### src/rtl/lfm_pkg.sv
package lfm_pkg;
  // strobes from control to datapath, hold has top priority
  typedef struct packed {
    logic hold;
    logic restart;
    logic load;
  } runStrobe_t;
endpackage

### src/rtl/lfmSync.sv
module lfmSync #(
  parameter int WIDTH = 5
) (
  input  logic             clk,
  input  logic             rstN,
  input  logic [WIDTH-1:0] asyncIn,
  output logic [WIDTH-1:0] syncOut
);
  logic [WIDTH-1:0] stage1;

  always_ff @(posedge clk or negedge rstN) begin
    if (!rstN) begin
      stage1  <= '0;
      syncOut <= '0;
    end else begin
      stage1  <= asyncIn;
      syncOut <= stage1;
    end
  end
endmodule

### src/rtl/lfmCtrl.sv
module lfmCtrl
  import lfm_pkg::*;
(
  input  logic       clk,
  input  logic       rstN,
  input  logic       charValid,
  input  logic       lineSel,
  input  logic       enS,
  output runStrobe_t strobe,
  output logic       selSwitch
);
  logic prevSel;

  always_ff @(posedge clk or negedge rstN) begin
    if (!rstN) prevSel <= 1'b0;
    else       prevSel <= lineSel;
  end

  assign selSwitch = (lineSel != prevSel);

  always_comb begin
    strobe.hold    = !enS;
    strobe.restart = enS && selSwitch;
    strobe.load    = enS && !selSwitch && charValid;
  end
endmodule

### src/rtl/lfmDatapath.sv
module lfmDatapath
  import lfm_pkg::*;
#(
  parameter int CHAR_W    = 10,
  parameter int RUN_LIMIT = 60,
  localparam int RUN_W    = $clog2(RUN_LIMIT + 1),
  localparam int CNT_W    = $clog2(CHAR_W + 1)
) (
  input  logic              clk,
  input  logic              rstN,
  input  runStrobe_t        strobe,
  input  logic [CHAR_W-1:0] charData,
  input  logic [1:0]        ampSel,
  input  logic              ampS,
  input  logic              rangeS,
  input  logic              enS,
  input  logic              refS,
  input  logic              forceS,
  output logic [RUN_W-1:0]  runCnt,
  output logic              densBad,
  output logic              linkFault
);
  localparam logic [RUN_W:0]   LIM_X = (RUN_W+1)'(RUN_LIMIT);
  localparam logic [CNT_W-1:0] FULL  = CNT_W'(CHAR_W);

  logic              lastBit;
  logic              lastValid;
  logic [CNT_W-1:0]  leadLen;
  logic [CNT_W-1:0]  tailLen;
  logic              stopL;
  logic              stopT;
  logic [RUN_W:0]    peak;
  logic [RUN_W-1:0]  peakSat;
  logic [RUN_W-1:0]  nextRun;
  logic              joins;
  logic              allOk;

  // leading run from bit 0 and trailing run from the last bit
  always_comb begin
    leadLen = '0;
    stopL   = 1'b0;
    for (int i = 0; i < CHAR_W; i++) begin
      if (!stopL && (charData[i] == charData[0])) leadLen = leadLen + 1'b1;
      else stopL = 1'b1;
    end
    tailLen = '0;
    stopT   = 1'b0;
    for (int j = CHAR_W - 1; j >= 0; j--) begin
      if (!stopT && (charData[j] == charData[CHAR_W-1])) tailLen = tailLen + 1'b1;
      else stopT = 1'b1;
    end
  end

  always_comb begin
    joins   = lastValid && (charData[0] == lastBit);
    peak    = joins ? ({1'b0, runCnt} + (RUN_W+1)'(leadLen)) : (RUN_W+1)'(leadLen);
    peakSat = (peak >= LIM_X) ? RUN_W'(RUN_LIMIT) : peak[RUN_W-1:0];
    nextRun = (leadLen == FULL) ? peakSat : RUN_W'(tailLen);
  end

  always_ff @(posedge clk or negedge rstN) begin
    if (!rstN) begin
      runCnt    <= RUN_W'(RUN_LIMIT);
      densBad   <= 1'b1;
      lastBit   <= 1'b0;
      lastValid <= 1'b0;
    end else if (strobe.hold) begin
      runCnt    <= RUN_W'(RUN_LIMIT);
      densBad   <= 1'b1;
      lastValid <= 1'b0;
    end else if (strobe.restart) begin
      runCnt    <= '0;
      densBad   <= 1'b0;
      lastValid <= 1'b0;
    end else if (strobe.load) begin
      runCnt    <= nextRun;
      densBad   <= (peak >= LIM_X);
      lastBit   <= charData[CHAR_W-1];
      lastValid <= 1'b1;
    end
  end

  always_comb begin
    allOk = ((ampSel == 2'b00) || ampS) && rangeS && enS && refS && !forceS && !densBad;
  end

  always_ff @(posedge clk or negedge rstN) begin
    if (!rstN) linkFault <= 1'b1;
    else       linkFault <= !allOk;
  end
endmodule

### src/rtl/linkFaultMon.sv
module linkFaultMon
  import lfm_pkg::*;
#(
  parameter int CHAR_W    = 10,
  parameter int RUN_LIMIT = 60,
  localparam int RUN_W    = $clog2(RUN_LIMIT + 1)
) (
  input  logic              clk,
  input  logic              rstN,
  input  logic [CHAR_W-1:0] charData,
  input  logic              charValid,
  input  logic              lineSel,
  input  logic [1:0]        ampSel,
  input  logic              ampOk,
  input  logic              rangeOk,
  input  logic              chanEn,
  input  logic              refClkOk,
  input  logic              forceFault,
  output logic              linkFault
);
  logic [4:0]       statusS;
  runStrobe_t       strobe;
  logic             selSwitch;
  logic [RUN_W-1:0] runCnt;
  logic             densBad;
  logic             ampS, rangeS, chanEnS, refS, forceS;

  lfmSync #(.WIDTH(5)) u_sync (
    .clk(clk), .rstN(rstN),
    .asyncIn({forceFault, refClkOk, chanEn, rangeOk, ampOk}),
    .syncOut(statusS)
  );

  assign ampS    = statusS[0];
  assign rangeS  = statusS[1];
  assign chanEnS = statusS[2];
  assign refS    = statusS[3];
  assign forceS  = statusS[4];

  lfmCtrl u_ctrl (
    .clk(clk), .rstN(rstN), .charValid(charValid), .lineSel(lineSel),
    .enS(chanEnS), .strobe(strobe), .selSwitch(selSwitch)
  );

  lfmDatapath #(.CHAR_W(CHAR_W), .RUN_LIMIT(RUN_LIMIT)) u_dp (
    .clk(clk), .rstN(rstN), .strobe(strobe), .charData(charData),
    .ampSel(ampSel), .ampS(ampS), .rangeS(rangeS), .enS(chanEnS),
    .refS(refS), .forceS(forceS), .runCnt(runCnt), .densBad(densBad),
    .linkFault(linkFault)
  );
endmodule

### config.mk
export PLATFORM = sky130hd
export DESIGN_NAME = linkFaultMon
export DESIGN_NICKNAME = d
export VERILOG_FILES = /design/src/rtl/lfm_pkg.sv /design/src/rtl/lfmSync.sv /design/src/rtl/lfmCtrl.sv /design/src/rtl/lfmDatapath.sv /design/src/rtl/linkFaultMon.sv
export SDC_FILE = /design/constraint.sdc
export NUM_CORES = 1
export LEC_CHECK = 0
export BUFFER_PORTS_ARGS = -buffer_cell sky130_fd_sc_hd__buf_2
export CAP_MARGIN = 20
export CELL_PAD_IN_SITES_DETAIL_PLACEMENT = 1
export CELL_PAD_IN_SITES_GLOBAL_PLACEMENT = 1
export CORE_MARGIN = 4
export CORE_UTILIZATION = 48
export DETAILED_ROUTE_END_ITERATION = 10
export PLACE_DENSITY_LB_ADDON = 0.1
export SLEW_MARGIN = 25
export SYNTH_ARGS = -nofsm -noshare
export SYNTH_HDL_FRONTEND = slang
export SYNTH_SLANG_ARGS = --single-unit
### constraint.sdc
create_clock -name clk -period 6.1 [get_ports clk]
set_input_delay 0.61 -clock clk [delete_from_list [all_inputs] [get_ports clk]]
set_output_delay 0.61 -clock clk [all_outputs]
set_load 0.005 [all_outputs]
==> metrics.yaml <==
dpl_cell_area_mm2: 0.00197
grt_usage: 0.198
path_buf_inv: 3
cap_viol_max_count: 0
synth.net_count: 244
dieArea_mm2: 0.00489
crit_family: "compound AO/OA/AOI/OAI gates"
dr.pass1.iters: 4
die_h_um: 69.9
crit_slowest_cell: "or4_4"
synth.top_cell.area_share: 0.204
pin_count: 22
min_period_over_period: 0.922
die-width_um: 69.9
worstPathCellList: "buf_2 -> or4_4 -> o22a_4 -> o221a_2 -> ha_1 -> o21a_1 -> ha_1 -> inv_1 -> o21ai_0 -> ha_1 -> a21boi_0 -> a22o_1 -> a2111oi_0 -> a221oi_2 -> ha_1 -> and3_1 -> nor2_1 -> buf_4 -> nor2_1 -> o221ai_1 -> o21ai_0 -> mux2i_1 -> a32o_1"
finalWirelength_um: 4620
ys.flop_type: "dfrtp_1"
grt-ovfl-total: 0
status: "complete, no violations"
clk_latency_ps: 250
cts_setup_buffers: 0
ctsHoldBuffers: 0
cts.sinks: 21
post_synth_instance_area_mm2: 0.00184
ys_seq_elements: 21
async_reset_ff_frac: 1.00
finClkSkew_ps: 0.917
rsz0062_at_grt: "false"
post_drt_wl_per_cell_um: 16.7
worst_setup_path_end_kind: "register"
synth.largest_area_cell: "dfrtp_1"
max_slew_margin: 0.391
postSynthCellCount: 211
avgSynthCellArea_um2: 8.72
yosys.cell_count.top_type: "nand2_1"
first_iter_violations: 64
start_util: 0.499
cts_buffer_depth: 2
finalNonFillerCells: 277
ir_drop_uv: 157
grt_pass1_vias: 1831
portBuffers: 21
min_period_ps: 5630
maxSlewViolCount: 0
yosysSeqAreaShare: 0.290
drive_above_1_share: 0.214
tns_ps: 0
crit_top_cell: "ha_1"
numPlacedInstances: 273
ant_nets: 0
nFillCells: 451
clk_pin_slew_ps: 70
viasPerCell: 5.95
worstSetupPathType: "primary input to register"
yosys-top-cells-area: "dfrtp_1 20%, dfstp_2 8.6%, ha_1 7.5%"
synth-edff-count: 0
finalHoldViolations: 0
required_ps: 6250
cts_tree: "yes"
worst_ep_arrival_time_ps: 5770
area_delta_synth_final_pct: 10.3
tightest_slew_ps: 904
htreeDepth: 1
cts_buffers: 3
grt_pass1_wl_um: 8090
pre_cts_slack_ps: -36.5
fmax_mhz: 178
min_path_type: "primary input to asynchronous set/reset pin"
dpl.hpwl_um: 3770
critical_path.max_fanout: 9
stdcell_area_mm2: 0.00203
worst_slack_ps: 473
synth.distinct_cells: 51
p_leak_nw: 0.880
reg2reg_slack_ps: 3670
power.density_mw_per_mm2: 174
vias: 1649
diodes: 0
crit_path_start_kind: "primary input"
setup_viol: 0
yosys_warnings: 0
gp_congestion: 0.828
total_power_mw: 0.354
critPathMaxStageDelay_ps: 550
grt_antenna_before_repair: 0
ys_top_cells_by_count: "20 x nand2_1, 15 x dfrtp_1, 14 x o21ai_0"
clock_tree.root_cell: "clkbuf_8"
grt_max_degree: 22
drc: 0
cts-resized-gates: 0
rows: 22
fin_nets: 263
core_mm2: 0.00369
## sequential cells by signal (all words and copies together) (netlist names)
name and cells:
u_ctrl.prevSel 1, u_dp.densBad 1, u_dp.lastBit 1, u_dp.lastValid 1, u_dp.linkFault 1, u_dp.runCnt 6
u_sync.stage1 5, u_sync.syncOut 5
## where the power goes
group          switching, mW  leakage, nW  internal, mW
clock network         0.0440       0.0217        0.0460
logic                 0.0623        0.615        0.0437
registers            0.00739        0.244         0.151
total                  0.114        0.880         0.240
## cells in the final DEF (no fill, tap or decap), types with 2 or more instances in the layout
master,n
a21boi_0,2
buf_2,21
a32o_1,2
xnor2_1,9
mux2_2,2
nand4_1,4
a21oi_1,9
nor3_1,6
dfrtp_1,15
o22ai_1,2
or2_2,5
o221ai_1,4
nand3_1,7
mux2i_1,5
nor4_4,2
xor2_1,6
a21o_1,4
buf_4,2
a31oi_1,2
ha_1,11
nand2_1,20
o21ai_0,14
nand2b_1,5
or3_1,3
nor2b_1,2
o211ai_1,4
inv_1,11
o21a_1,2
nor3b_1,2
nor2_1,11
a31o_2,2
clkbuf_8,3
dfstp_2,6
and3_1,5
## final timing paths
kind / from / cells past startpoint / to
max in group asynchronous: rstN / 1 / u_dp.linkFault$_DFF_PN1_
setup / recovery: charData[3] / 23 / u_dp.runCnt[1]$_DFFE_PN0P_
hold reg to reg: u_sync.stage1[1]$_DFF_PN0_ / 0 / u_sync.syncOut[1]$_DFF_PN0_
setup reg to reg: u_dp.runCnt[0]$_DFFE_PN0P_ / 10 / u_dp.runCnt[1]$_DFFE_PN0P_
hold / removal: rstN / 1 / u_ctrl.prevSel$_DFF_PN0_
min in group clk: u_sync.stage1[1]$_DFF_PN0_ / 0 / u_sync.syncOut[1]$_DFF_PN0_
## kinds of logic (layout without fill, tap and decap cells)
group | Yosys count | in the layout | share of synthesized area
flip-flops | 21 | 21 | 0.290
multiplexers | 7 | 7 | 0.0395
adder cells (fa/ha/maj) | 12 | 12 | 0.0857
XOR/XNOR | 15 | 15 | 0.0714
AND/OR/NAND/NOR | 77 | 77 | 0.235
buffers and inverters | 20 | 38 | 0.0469
AO/OA/AOI/OAI | 59 | 59 | 0.231
## area by class of cell
type | instances | area, um^2 | share of cell area
Clock buffer | 3 | 41.3 | 0.0203
Clock inverter | 1 | 7.51 | 0.00370
Inverter | 11 | 41.3 | 0.0203
Multi-Input combinational cell | 170 | 1230 | 0.604
Sequential cell | 21 | 533 | 0.263
Tap cell | 48 | 60.1 | 0.0296
Timing Repair Buffer | 23 | 120 | 0.0592
## stage by stage
stage | util | hold slack (ps)
detailed placement | 0.535 | 338
global placement | 0.535 | 335
floorplan | - | 314
finish | 0.550 | 294
CTS | 0.549 | 304
global route | 0.550 | 317
## per-layer routing
metal,share of wire,track usage
met2,0.54,0.377
met4,0.018,0.0702
met1,0.42,0.224
met3,0.023,0.0230
met5,0,0
No activity file was read; power rests on OpenSTA's default activity.
